## src/rtl/drs_pkg.sv

```systemverilog
package drs_pkg;

  typedef enum logic [1:0] {
    PH_IDLE,
    PH_CSR,
    PH_RASL,
    PH_PRE
  } cbr_phase_e;

  typedef enum logic [1:0] {
    ST_PAUSE,
    ST_WARM,
    ST_RUN
  } seq_state_e;

  function automatic int ceil_div(input int num, input int den);
    return (num + den - 1) / den;
  endfunction

  function automatic int floor_div(input int num, input int den);
    return num / den;
  endfunction

  function automatic int max2(input int a, input int b);
    return (a > b) ? a : b;
  endfunction

  // Bits needed for a counter that runs 0 .. n-1.
  function automatic int cnt_w(input int n);
    return (n < 2) ? 1 : $clog2(n);
  endfunction

endpackage

```

## src/rtl/drs_cbr_engine.sv

```systemverilog
module drs_cbr_engine
  import drs_pkg::*;
#(
  parameter int T_CSR = 1,
  parameter int T_CHR = 2,
  parameter int T_RAS = 12,
  parameter int T_RP  = 8
) (
  input  logic clk,
  input  logic rst_n,
  input  logic start,
  output logic idle,
  output logic done,
  output logic ras_n,
  output logic cas_n
);

  localparam int LEN_MAX = max2(max2(T_CSR, T_RAS), T_RP);
  localparam int CW      = cnt_w(LEN_MAX + 1);

  cbr_phase_e     phase;
  logic [CW-1:0]  cnt;
  logic           last;

  function automatic int phase_len(input cbr_phase_e ph);
    case (ph)
      PH_CSR:  return T_CSR;
      PH_RASL: return T_RAS;
      PH_PRE:  return T_RP;
      default: return 1;
    endcase
  endfunction

  function automatic cbr_phase_e phase_next(input cbr_phase_e ph);
    case (ph)
      PH_CSR:  return PH_RASL;
      PH_RASL: return PH_PRE;
      default: return PH_IDLE;
    endcase
  endfunction

  assign last = (cnt == CW'(phase_len(phase) - 1));

  always_ff @(posedge clk) begin
    if (!rst_n) begin
      phase <= PH_IDLE;
      cnt   <= '0;
    end else if (phase == PH_IDLE) begin
      if (start) begin
        phase <= PH_CSR;
        cnt   <= '0;
      end
    end else if (last) begin
      phase <= phase_next(phase);
      cnt   <= '0;
    end else begin
      cnt <= cnt + 1'b1;
    end
  end

  assign idle  = (phase == PH_IDLE);
  assign done  = (phase == PH_PRE) && last;
  assign ras_n = (phase != PH_RASL);
  assign cas_n = !((phase == PH_CSR) ||
                   ((phase == PH_RASL) && (cnt < CW'(T_CHR))));

endmodule

```

## src/rtl/drs_interval_timer.sv

```systemverilog
module drs_interval_timer
  import drs_pkg::*;
#(
  parameter int PERIOD = 3125
) (
  input  logic clk,
  input  logic rst_n,
  input  logic en,
  output logic tick
);

  localparam int TW = cnt_w(PERIOD);

  logic [TW-1:0] cnt;

  assign tick = en && (cnt == TW'(PERIOD - 1));

  always_ff @(posedge clk) begin
    if (!rst_n || !en) begin
      cnt <= '0;
    end else if (tick) begin
      cnt <= '0;
    end else begin
      cnt <= cnt + 1'b1;
    end
  end

endmodule

```

## src/rtl/drs_pending_ctr.sv

```systemverilog
module drs_pending_ctr
  import drs_pkg::*;
#(
  parameter int MAX_PEND = 8,
  parameter int PW       = cnt_w(MAX_PEND + 1)
) (
  input  logic          clk,
  input  logic          rst_n,
  input  logic          inc,
  input  logic          dec,
  output logic [PW-1:0] cnt,
  output logic          nonzero
);

  assign nonzero = (cnt != '0);

  always_ff @(posedge clk) begin
    if (!rst_n) begin
      cnt <= '0;
    end else begin
      case ({inc, dec})
        2'b10:   if (cnt != PW'(MAX_PEND)) cnt <= cnt + 1'b1;
        2'b01:   if (cnt != '0) cnt <= cnt - 1'b1;
        default: cnt <= cnt;
      endcase
    end
  end

endmodule

```

## src/rtl/dram_refresh_seq.sv

```systemverilog
module dram_refresh_seq
  import drs_pkg::*;
#(
  parameter int CLK_PS       = 5000,
  parameter int PAUSE_NS     = 200_000,
  parameter int RETENTION_NS = 32_000_000,
  parameter int ROWS         = 2048,
  parameter int WARM_N       = 8,
  parameter int MAX_PEND     = 8,
  parameter int PAUSE_CYC    = ceil_div(PAUSE_NS * 1000, CLK_PS),
  parameter int INTERVAL_CYC = floor_div(floor_div(RETENTION_NS, ROWS) * 1000, CLK_PS),
  parameter int T_CSR        = ceil_div(5_000, CLK_PS),
  parameter int T_CHR        = ceil_div(10_000, CLK_PS),
  parameter int T_RAS        = ceil_div(60_000, CLK_PS),
  parameter int T_RP         = ceil_div(40_000, CLK_PS)
) (
  input  logic clk,
  input  logic rst_n,
  input  logic ref_gnt,
  output logic ref_req,
  output logic ref_done,
  output logic init_done,
  output logic strobe_own,
  output logic ras_n,
  output logic cas_n,
  output logic we_n
);

  localparam int PCW = cnt_w(PAUSE_CYC);
  localparam int WCW = cnt_w(WARM_N);
  localparam int PW  = cnt_w(MAX_PEND + 1);

  seq_state_e     state;
  logic [PCW-1:0] pause_cnt;
  logic [WCW-1:0] warm_cnt;

  // Named internal events, also watched by the bound checker.
  logic           eng_start;
  logic           eng_idle;
  logic           eng_done;
  logic           tick;
  logic [PW-1:0]  pend_cnt;
  logic           pend_nz;
  logic           pause_over;
  logic           warm_last;

  assign pause_over = (pause_cnt == PCW'(PAUSE_CYC - 1));
  assign warm_last  = eng_done && (warm_cnt == WCW'(WARM_N - 1));

  assign eng_start = eng_idle &&
                     ((state == ST_WARM) ||
                      ((state == ST_RUN) && pend_nz && ref_gnt));

  always_ff @(posedge clk) begin
    if (!rst_n) begin
      state     <= ST_PAUSE;
      pause_cnt <= '0;
      warm_cnt  <= '0;
      init_done <= 1'b0;
    end else begin
      case (state)
        ST_PAUSE: begin
          if (pause_over) state <= ST_WARM;
          else            pause_cnt <= pause_cnt + 1'b1;
        end
        ST_WARM: begin
          if (warm_last) begin
            state     <= ST_RUN;
            init_done <= 1'b1;
          end else if (eng_done) begin
            warm_cnt <= warm_cnt + 1'b1;
          end
        end
        default: state <= ST_RUN;
      endcase
    end
  end

  drs_cbr_engine #(
    .T_CSR (T_CSR),
    .T_CHR (T_CHR),
    .T_RAS (T_RAS),
    .T_RP  (T_RP)
  ) i_engine (
    .clk   (clk),
    .rst_n (rst_n),
    .start (eng_start),
    .idle  (eng_idle),
    .done  (eng_done),
    .ras_n (ras_n),
    .cas_n (cas_n)
  );

  drs_interval_timer #(
    .PERIOD (INTERVAL_CYC)
  ) i_timer (
    .clk   (clk),
    .rst_n (rst_n),
    .en    (init_done),
    .tick  (tick)
  );

  drs_pending_ctr #(
    .MAX_PEND (MAX_PEND),
    .PW       (PW)
  ) i_pending (
    .clk     (clk),
    .rst_n   (rst_n),
    .inc     (tick),
    .dec     (ref_done),
    .cnt     (pend_cnt),
    .nonzero (pend_nz)
  );

  assign ref_req    = init_done && pend_nz;
  assign ref_done   = init_done && eng_done;
  assign strobe_own = !init_done || !eng_idle;
  assign we_n       = 1'b1;

endmodule

```

## config.mk

```make
export PLATFORM = sky130hd
export DESIGN_NAME = dram_refresh_seq
export DESIGN_NICKNAME = d
export VERILOG_FILES = /design/src/rtl/drs_pkg.sv /design/src/rtl/drs_cbr_engine.sv /design/src/rtl/drs_interval_timer.sv /design/src/rtl/drs_pending_ctr.sv /design/src/rtl/dram_refresh_seq.sv
export SDC_FILE = /design/constraint.sdc
export NUM_CORES = 1
export LEC_CHECK = 0
export ABC_AREA = 1
export BUFFER_PORTS_ARGS = -buffer_cell sky130_fd_sc_hd__buf_2
export CORE_MARGIN = 2
export CORE_UTILIZATION = 35
export CTS_CLUSTER_DIAMETER = 100
export DETAILED_ROUTE_END_ITERATION = 8
export PLACE_DENSITY = 0.55
export SLEW_MARGIN = 20
export SYNTH_ARGS = -nofsm -noshare
export SYNTH_HDL_FRONTEND = slang
export SYNTH_HIERARCHICAL = 1
export SYNTH_SLANG_ARGS = --single-unit
export TNS_END_PERCENT = 100
```

## constraint.sdc

```tcl
create_clock -name clk -period 3.9 [get_ports clk]
set_input_delay 1.17 -clock clk [delete_from_list [all_inputs] [get_ports clk]]
set_output_delay 1.17 -clock clk [all_outputs]
set_load 0.01 [all_outputs]
```

==> impl_metrics.yaml, run 1 <==
status:
  status: "finished, final reports clean"
clocking:
  cts_setup_buffers: 0
  ctsHoldBuffers: 0
  clk_latency_ps: 300
  ctsHtreeMaxLevel: 2
  clk_path_buf_depth: 2
  ctsResizeCount: 0
  cts.sinks: 44
  clockRootBuffer: "clkbuf_8"
  clk_pin_slew_worst_paths_ps: 90
  tritoncts: "done"
  cts_buffers: 5
layout:
  fillCellCount: 830
  fin_util_pct: 38.9
  layout_common_cells: "nand2_1 (104), nor2_1 (70), inv_1 (55), dfxtp_1 (44), nand3_1 (29)"
  area_delta_synth_final_pct: 8.43
  n_antenna_cell: 0
  layout_commonest_cell: "nand2_1"
  layout-drive-gt1-share_pct: 11.7
  final_net_count: 443
global_route:
  grt_overflow: 0
  antenna_found_initial: 0
  grt_pass1_vias: 2373
  grt_pass1_wl_mm: 10.1
  gr-usage-all-layers_pct: 14.1
  grt_max_degree: 20
synth:
  synth_seq_cells: 44
  ys_types: 29
  ys_warn_count: 6
  syn_inst: 418
  synth_fp_nets: 434
  synth_top_area_share_pct: 32.1
  syn_area_mm2: 0.00275
  synth_seq_area_share_pct: 32.1
  synth_area_leader_cell: "dfxtp_1"
  synth_top_cells_by_area: "dfxtp_1 (32%), nand2_1 (14%), nor2_1 (9.6%)"
  syn_avg_cell_area_um2: 6.57
power_and_ir_drop:
  power_density_mw_per_mm2: 335
  power.share.clock_pct: 36.3
  power.internal_mw: 0.710
  p_comb_share_pct: 16.0
  peakVddDrop_mv: 0.163
  p_sw_mw: 0.288
  switching_share_pct: 28.8
  cellLeakagePower_nw: 1.23
  seqPwrFrac_pct: 47.7
setup_path:
  worstPathArrival_ps: 2000
  endpoint: "ref_done"
  crit_fanout: 4
  worstPathRequired_ps: 2730
  r2r_end: "i_pending/cnt[2]"
  crit_type: "reg -> out"
  r2r-start: "i_engine/phase[0]"
  reg2reg_slack_ps: 1420
  start_kind: "flip-flop"
  rr_worst_depth: 18
  crit_path_start: "i_engine/phase[0]"
  end_kind: "output port"
sta:
  period_share_pct: 81.2
  holdWs_ps: 471
  fin_tns_setup_ps: 0
  rsz0062_at_grt: "false"
  skew_ps: 7.20
  hold_viol: 0
  worst_slew_pin_slew_ps: 541
  slew_headroom_pct: 63.9
  fin_crit_ps: 3170
  drv_slew: 0
  fmax_mhz: 316
  finalSetupViolations: 0
drt:
  antenna_left: 0
  drt_wl_total_mm: 5.35
  drt_iter0_drc: 61
  routed_via_density: 4.52
  drc: 0
  firstDrtPassIters: 4
  via_count: 2395
  routedWlPerCell_um: 10.1
placed_design:
  place_congestion: 0.837
  dp.final_hpwl_mm: 4.04
  numPortBuffers: 8
job:
  drv_cap: 0
die:
  start_util_pct: 35.9
  die_area_mm2: 0.00857
  die_y_um: 92.6
  rows: 32
  die_w_um: 92.6
  core_area_mm2: 0.00765
  pin_count: 10
worst_hold_path:
  min_path_type: "reg -> reg"
[sequential cells by signal (all words and copies together), names as in the netlist]
name            flops
warm_cnt            3
init_done           1
i_engine/cnt        4
state               2
pause_cnt          16
i_pending/cnt       4
i_engine/phase      2
i_timer/cnt        12
[Yosys cell counts, drive strengths merged]
library cell  instances
nand2               114
nor2                 78
inv                  59
dfxtp                44
nand3                33
a21oi                23
o21ai                14
ha                   13
nand4                13
xor2                  7
buf                   6
xnor2                 5
clkinv                2
nand3b                2
nor3                  2
a21boi                1
clkbuf                1
conb                  1
[routing by layer]
| layer | routed length, um | global-route usage [%] | vias to the layer above |
|---|---|---|---|
| met2 | 2410 | 24.8 | 14 |
| met3 | 106 | 2.52 | 6 |
| met5 | 0 | 0 | - |
| li1 | - | - | 1324 |
| met4 | 71 | 3.73 | 0 |
| met1 | 2770 | 17.8 | 1051 |
[worst min path at each step]
stage / startpoint / end / slack, ps / cells past startpoint
final: i_timer/cnt[0] / i_timer/cnt[0] / 470 / 1
after global routing: warm_cnt[0] / warm_cnt[0] / 500 / 2
after CTS: i_timer/cnt[0] / i_timer/cnt[0] / 480 / 1
after detailed placement: i_timer/cnt[0] / i_timer/cnt[0] / 450 / 1
after global placement: i_timer/cnt[0] / i_timer/cnt[0] / 450 / 1
after floorplan: i_timer/cnt[0] / i_timer/cnt[0] / 430 / 1
[per-stage QoR]
| step | worst slack, ps | instance area (um^2) | power [mW] | instances |
|---|---|---|---|---|
| 2_1_floorplan | 1320 | 2750 | 0.611 | 418 |
| 3_3_place_gp | 1090 | 2860 | 0.650 | 522 |
| 3_5_place_dp | 1070 | 2860 | 0.649 | 522 |
| 4_1_cts | 728 | 2980 | 1.02 | 530 |
| 5_1_grt | 518 | 2980 | 1.06 | 530 |
| 6_report | 732 | 2980 | 0.998 | 530 |
[power by group through the flow]
stage / Sequential [mW] / Combinational, mW / Clock [mW]
2_1_floorplan: 0.484 / 0.127 / 0
3_3_place_gp: 0.487 / 0.163 / 0
3_5_place_dp: 0.487 / 0.162 / 0
4_1_cts: 0.476 / 0.162 / 0.377
5_1_grt: 0.479 / 0.191 / 0.393
6_report: 0.477 / 0.159 / 0.362
[cells by family (layout without fill, tap and decap cells)]
group	Yosys count	after routing	synth area share, %
simple gates	242	242	39.6
buf+inv	68	78	10.5
flops	44	44	32.1
compound gates	38	38	7.97
fa+ha+maj	13	13	5.92
xor+xnor	12	12	3.83
other cells	1	1	0.137
[final cells by class]
type / count / area [um^2] / area share, %
multi-input combinational: 306 / 1580 / 53.0
tap: 102 / 128 / 4.29
clock inverter: 3 / 46.3 / 1.55
clock buffer: 5 / 68.8 / 2.31
timing repair buffer: 9 / 47.5 / 1.60
sequential: 44 / 881 / 29.6
inverter: 61 / 229 / 7.69
[worst max-delay path: stages, from the launching register on]
cell and delay, ps:
dfxtp_1 350, inv_1 130, ha_1 210, inv_1 90
nand2_1 60, nand2_1 60, nor2_2 140, nand2_1 120
nor2_1 180, nand2_1 70, inv_1 150, buf_2 160
Power figures use the tool's default switching activity.
==> run 2: changes to the inputs <==
--- a/config.mk
+++ b/config.mk
@@ -11,7 +11,7 @@
 export CORE_UTILIZATION = 35
 export CTS_CLUSTER_DIAMETER = 100
 export DETAILED_ROUTE_END_ITERATION = 8
-export PLACE_DENSITY = 0.55
+export PLACE_DENSITY = 0.57
 export SLEW_MARGIN = 20
 export SYNTH_ARGS = -nofsm -noshare
 export SYNTH_HDL_FRONTEND = slang
==> constraint.sdc (replaced) <==
create_clock -name clk -period 2.9 [get_ports clk]
set_input_delay 0.87 -clock clk [delete_from_list [all_inputs] [get_ports clk]]
set_output_delay 0.87 -clock clk [all_outputs]
set_load 0.01 [all_outputs]
==> impl_metrics.yaml, run 2 (synthesis gave the netlist of run 1 again) <==
worst_hold_path:
  min_from: "i_timer/cnt[0]"
  min_path_type: "reg -> reg"
setup_path:
  cpPeakStageDelay_ps: 350
  r2r-start: "i_engine/phase[0]"
  crit_fanout: 4
  cp_top_family: "simple AND/OR/NAND/NOR gates"
  crit_path_start: "i_engine/phase[0]"
  worstPathRequired_ps: 2030
  endpoint: "ref_done"
  reg2reg_slack_ps: 570
  end_kind: "output port"
  r2r_end: "i_pending/cnt[2]"
  rr_worst_depth: 18
  crit_top_cell: "nand2_1"
  crit_cells: 11
  start_kind: "flip-flop"
  crit_buf_inv: 4
  crit_type: "reg -> out"
  cp_slowest_cell: "dfxtp_1"
  worstPathArrival_ps: 1880
  path_cells: "inv_1, ha_1, inv_1, nand2_1, nand2_1, nor2_4, nand2_2, nor2_2, nand2_1, inv_2, buf_2"
power_and_ir_drop:
  p_comb_share_pct: 16.6
  power.internal_mw: 0.982
  power.share.clock_pct: 36.6
  peakVddDrop_mv: 0.179
  p_sw_mw: 0.389
  power_density_mw_per_mm2: 457
  cellLeakagePower_nw: 1.24
  seqPwrFrac_pct: 46.8
  switching_share_pct: 28.4
sta:
  fin_ws_ps: 145
  fin_tns_setup_ps: 0
  holdWs_ps: 467
  hold_viol: 0
  finalSetupViolations: 0
  drv_slew: 0
  fin_crit_ps: 2750
  worst_slew_pin_slew_ps: 574
  slew_headroom_pct: 61.7
  period_share_pct: 95.0
  fmax_mhz: 363
  rsz0062_at_grt: "false"
  skew_ps: 11.5
layout:
  layout_commonest_cell: "nand2_1"
  largest_register: "pause_cnt"
  layout_common_cells: "nand2_1 (103), nor2_1 (69), inv_1 (54), dfxtp_1 (44), nand3_1 (29)"
  layout-drive-gt1-share_pct: 12.6
  largest_reg_flops: 16
  largestRegisters: "pause_cnt x16, i_timer/cnt x12"
  final_net_count: 444
  n_antenna_cell: 0
  area_delta_synth_final_pct: 9.29
global_route:
  gr-usage-all-layers_pct: 14.4
  grt_pass1_wl_mm: 10.2
  grt_pass1_vias: 2402
  antenna_found_initial: 0
  grt_max_degree: 20
  grt_overflow: 0
drt:
  drt_iter0_drc: 52
  drc: 0
  via_count: 2429
  drt_wl_total_mm: 5.54
  routedWlPerCell_um: 10.4
  antenna_left: 0
  routed_via_density: 4.57
  firstDrtPassIters: 4
clocking:
  ctsHtreeMaxLevel: 2
  clk_path_buf_depth: 2
  cts.sinks: 44
  cts_buffers: 5
  clk_latency_ps: 300
  tritoncts: "done"
  clk_pin_slew_worst_paths_ps: 90
  clockRootBuffer: "clkbuf_8"
  ctsHoldBuffers: 0
die:
  rows: 32
  core_area_mm2: 0.00765
  die_w_um: 92.6
  start_util_pct: 35.9
  die_y_um: 92.6
  pin_count: 10
  die_area_mm2: 0.00857
status:
  status: "finished, final reports clean"
job:
  drv_cap: 0
placed_design:
  place_ws_ps: 347
  dp.final_hpwl_mm: 4.06
  place_congestion: 0.833
  numPortBuffers: 8
## run 2: worst min path at each step
| stage | slack [ps] | cells after the start | end |
|---|---|---|---|
| final | 470 | 1 | i_timer/cnt[0] |
| after global routing | 500 | 1 | i_timer/cnt[0] |
| after CTS | 480 | 1 | i_timer/cnt[0] |
| after detailed placement | 450 | 1 | i_timer/cnt[0] |
| after global placement | 450 | 1 | i_timer/cnt[0] |
| after floorplan | 430 | 1 | i_timer/cnt[0] |
## run 2: area by class of cell
cell class	instances	area, um^2
Clock buffer	6	82.6
Tap cell	102	128
Multi-Input combinational cell	306	1590
Timing Repair Buffer	10	55.1
Sequential cell	44	881
Inverter	61	229
Clock inverter	2	38.8
Fill cell	834	4650
## run 2: per-stage QoR
stage / instances / util [%] / power, mW / area, um^2
detailed placement: 522 / 37.4 / 0.872 / 2860
finish: 531 / 39.3 / 1.37 / 3000
floorplan: 418 / - / 0.822 / 2750
global route: 531 / 39.3 / 1.46 / 3000
CTS: 530 / 39.0 / 1.39 / 2980
global placement: 522 / 37.4 / 0.872 / 2860
## run 2: what timing repair did
item / CTS / global route
setup endpoints to repair: 0 / 1
resized for setup: 0 / 4
setup buffers: 0 / 1
## run 2: power by group through the flow
stage               combinational, mW  sequential, mW  clock [mW]
floorplan                       0.171           0.651           0
global placement                0.217           0.655           0
detailed placement              0.216           0.656           0
CTS                             0.217           0.642       0.530
global route                    0.263           0.645       0.555
finish                          0.227           0.642       0.502
## run 2: layer usage
metal	wire length [um]	GRT usage [%]	up-vias
li1	-	-	1319
met1	2730	17.0	1087
met2	2620	26.2	18
met3	126	3.66	5
met4	62	3.36	0
met5	0	0	-
==> run 3: changes to the inputs <==
==> constraint.sdc (replaced) <==
create_clock -name clk -period 2.9 [get_ports clk]
set_input_delay 0.87 -clock clk [delete_from_list [all_inputs] [get_ports clk]]
set_output_delay 0.87 -clock clk [all_outputs]
set_load 0.1 [all_outputs]
==> impl_metrics.yaml, run 3 (synthesis gave the netlist of run 1 again) <==
die:
  pin_count: 10
  die_y_um: 92.6
  core_area_mm2: 0.00765
  die_area_mm2: 0.00857
  start_util_pct: 35.9
  die_w_um: 92.6
  rows: 32
global_route:
  grt_max_degree: 20
  grt_pass1_vias: 2298
  grt_overflow: 0
  gr-usage-all-layers_pct: 14.2
  grt_pass1_wl_mm: 9.98
  antenna_found_initial: 0
sta:
  slew_headroom_pct: 65.0
  fmax_mhz: 359
  period_share_pct: 95.9
  drv_slew: 0
  holdWs_ps: 468
  fin_tns_setup_ps: 0
  hold_viol: 0
  finalSetupViolations: 0
  rsz0062_at_grt: "false"
  worst_slew_pin_slew_ps: 525
  skew_ps: 8.87
  fin_crit_ps: 2780
  fin_ws_ps: 118
status:
  status: "finished, final reports clean"
layout:
  fillCellCount: 821
  layout-drive-gt1-share_pct: 14.0
  layout_common_cells: "nand2_1 (102), nor2_1 (69), inv_1 (52), dfxtp_1 (42), nand3_1 (28)"
  final_net_count: 443
  area_delta_synth_final_pct: 10.8
  largest_reg_flops: 16
  n_antenna_cell: 0
  largestRegisters: "pause_cnt x16, i_timer/cnt x12"
  layout_commonest_cell: "nand2_1"
  fin_util_pct: 39.8
  largest_register: "pause_cnt"
setup_path:
  worstPathRequired_ps: 2030
  path_cells: "inv_2, ha_4, clkinvlp_4, nand2_1, nand2_1, nor2_4, nand2_4, nor2_4, nand2_1, clkinvlp_4, buf_12"
  crit_type: "reg -> out"
  cpPeakStageDelay_ps: 350
  worstPathArrival_ps: 1910
  crit_fanout: 4
  end_kind: "output port"
  cp_slowest_cell: "dfxtp_2"
  crit_top_cell: "nand2_1"
  start_kind: "flip-flop"
drt:
  routed_via_density: 4.52
  drc: 0
  drt_wl_total_mm: 5.42
  routedWlPerCell_um: 10.2
  antenna_left: 0
  firstDrtPassIters: 4
  via_count: 2398
  drt_iter0_drc: 46
clocking:
  ctsResizeCount: 0
  clockRootBuffer: "clkbuf_8"
  cts_buffers: 5
  tritoncts: "done"
  ctsHoldBuffers: 0
  cts.sinks: 44
  clk_path_buf_depth: 2
  clk_latency_ps: 300
  cts_setup_buffers: 0
  ctsHtreeMaxLevel: 2
  clk_pin_slew_worst_paths_ps: 90
placed_design:
  place_ws_ps: 375
  numPortBuffers: 8
  dp.final_hpwl_mm: 4.06
  place_congestion: 0.814
power_and_ir_drop:
  power_density_mw_per_mm2: 485
  peakVddDrop_mv: 0.199
  power_mw: 1.48
  cellLeakagePower_nw: 1.23
worst_hold_path:
  min_path_type: "reg -> reg"
job:
  drv_cap: 0
[run 3: cell count changes in the layout (fill, tap and decap cells not counted), moves of 2 or more]
cell        before  now
dfxtp_1         44   42
inv_1           54   52
clkinvlp_4       0    3
dfxtp_2          0    2
[run 3: routing by layer]
metal  routed length, um  GRT usage, %
met2                2500          23.7
met4                 110          5.97
met5                   0             0
met3                  97          2.69
met1                2710          18.0
[run 3: layout make-up]
cell class	instances	area, um^2	share of cell area [%]
Sequential cell	44	883	29.0
Timing Repair Buffer	9	62.6	2.06
Inverter	61	236	7.77
Clock buffer	5	68.8	2.26
Multi-Input combinational cell	306	1620	53.2
Tap cell	102	128	4.19
Clock inverter	3	46.3	1.52
[run 3: power by group]
group	internal (mW)	leakage (nW)	switching [mW]
logic	0.0905	0.819	0.251
registers	0.623	0.356	0.0224
clock network	0.260	0.0548	0.230
[run 3: final timing paths]
| check | from | endpoint | slack [ps] | cells after the start |
|---|---|---|---|---|
| min reg2reg | i_timer/cnt[0] | i_timer/cnt[0] | 470 | 1 |
| max reg2reg | i_engine/phase[0] | i_pending/cnt[2] | 600 | 18 |
| min | i_timer/cnt[0] | i_timer/cnt[0] | 470 | 1 |
| max | i_engine/phase[0] | ref_done | 120 | 11 |
[run 3: worst max-delay path: cells and delay by family, from the launching register on]
| kind | cells | cell delay, ps |
|---|---|---|
| fa+ha+maj | 1 | 160 |
| flops | 1 | 350 |
| simple gates | 6 | 570 |
| buf+inv | 4 | 520 |
[run 3: through the flow]
stage | cells | area [um^2]
after global placement | 522 | 2910
after CTS | 530 | 3030
final | 530 | 3040
after floorplan | 418 | 2780
after global routing | 530 | 3040
after detailed placement | 522 | 2910
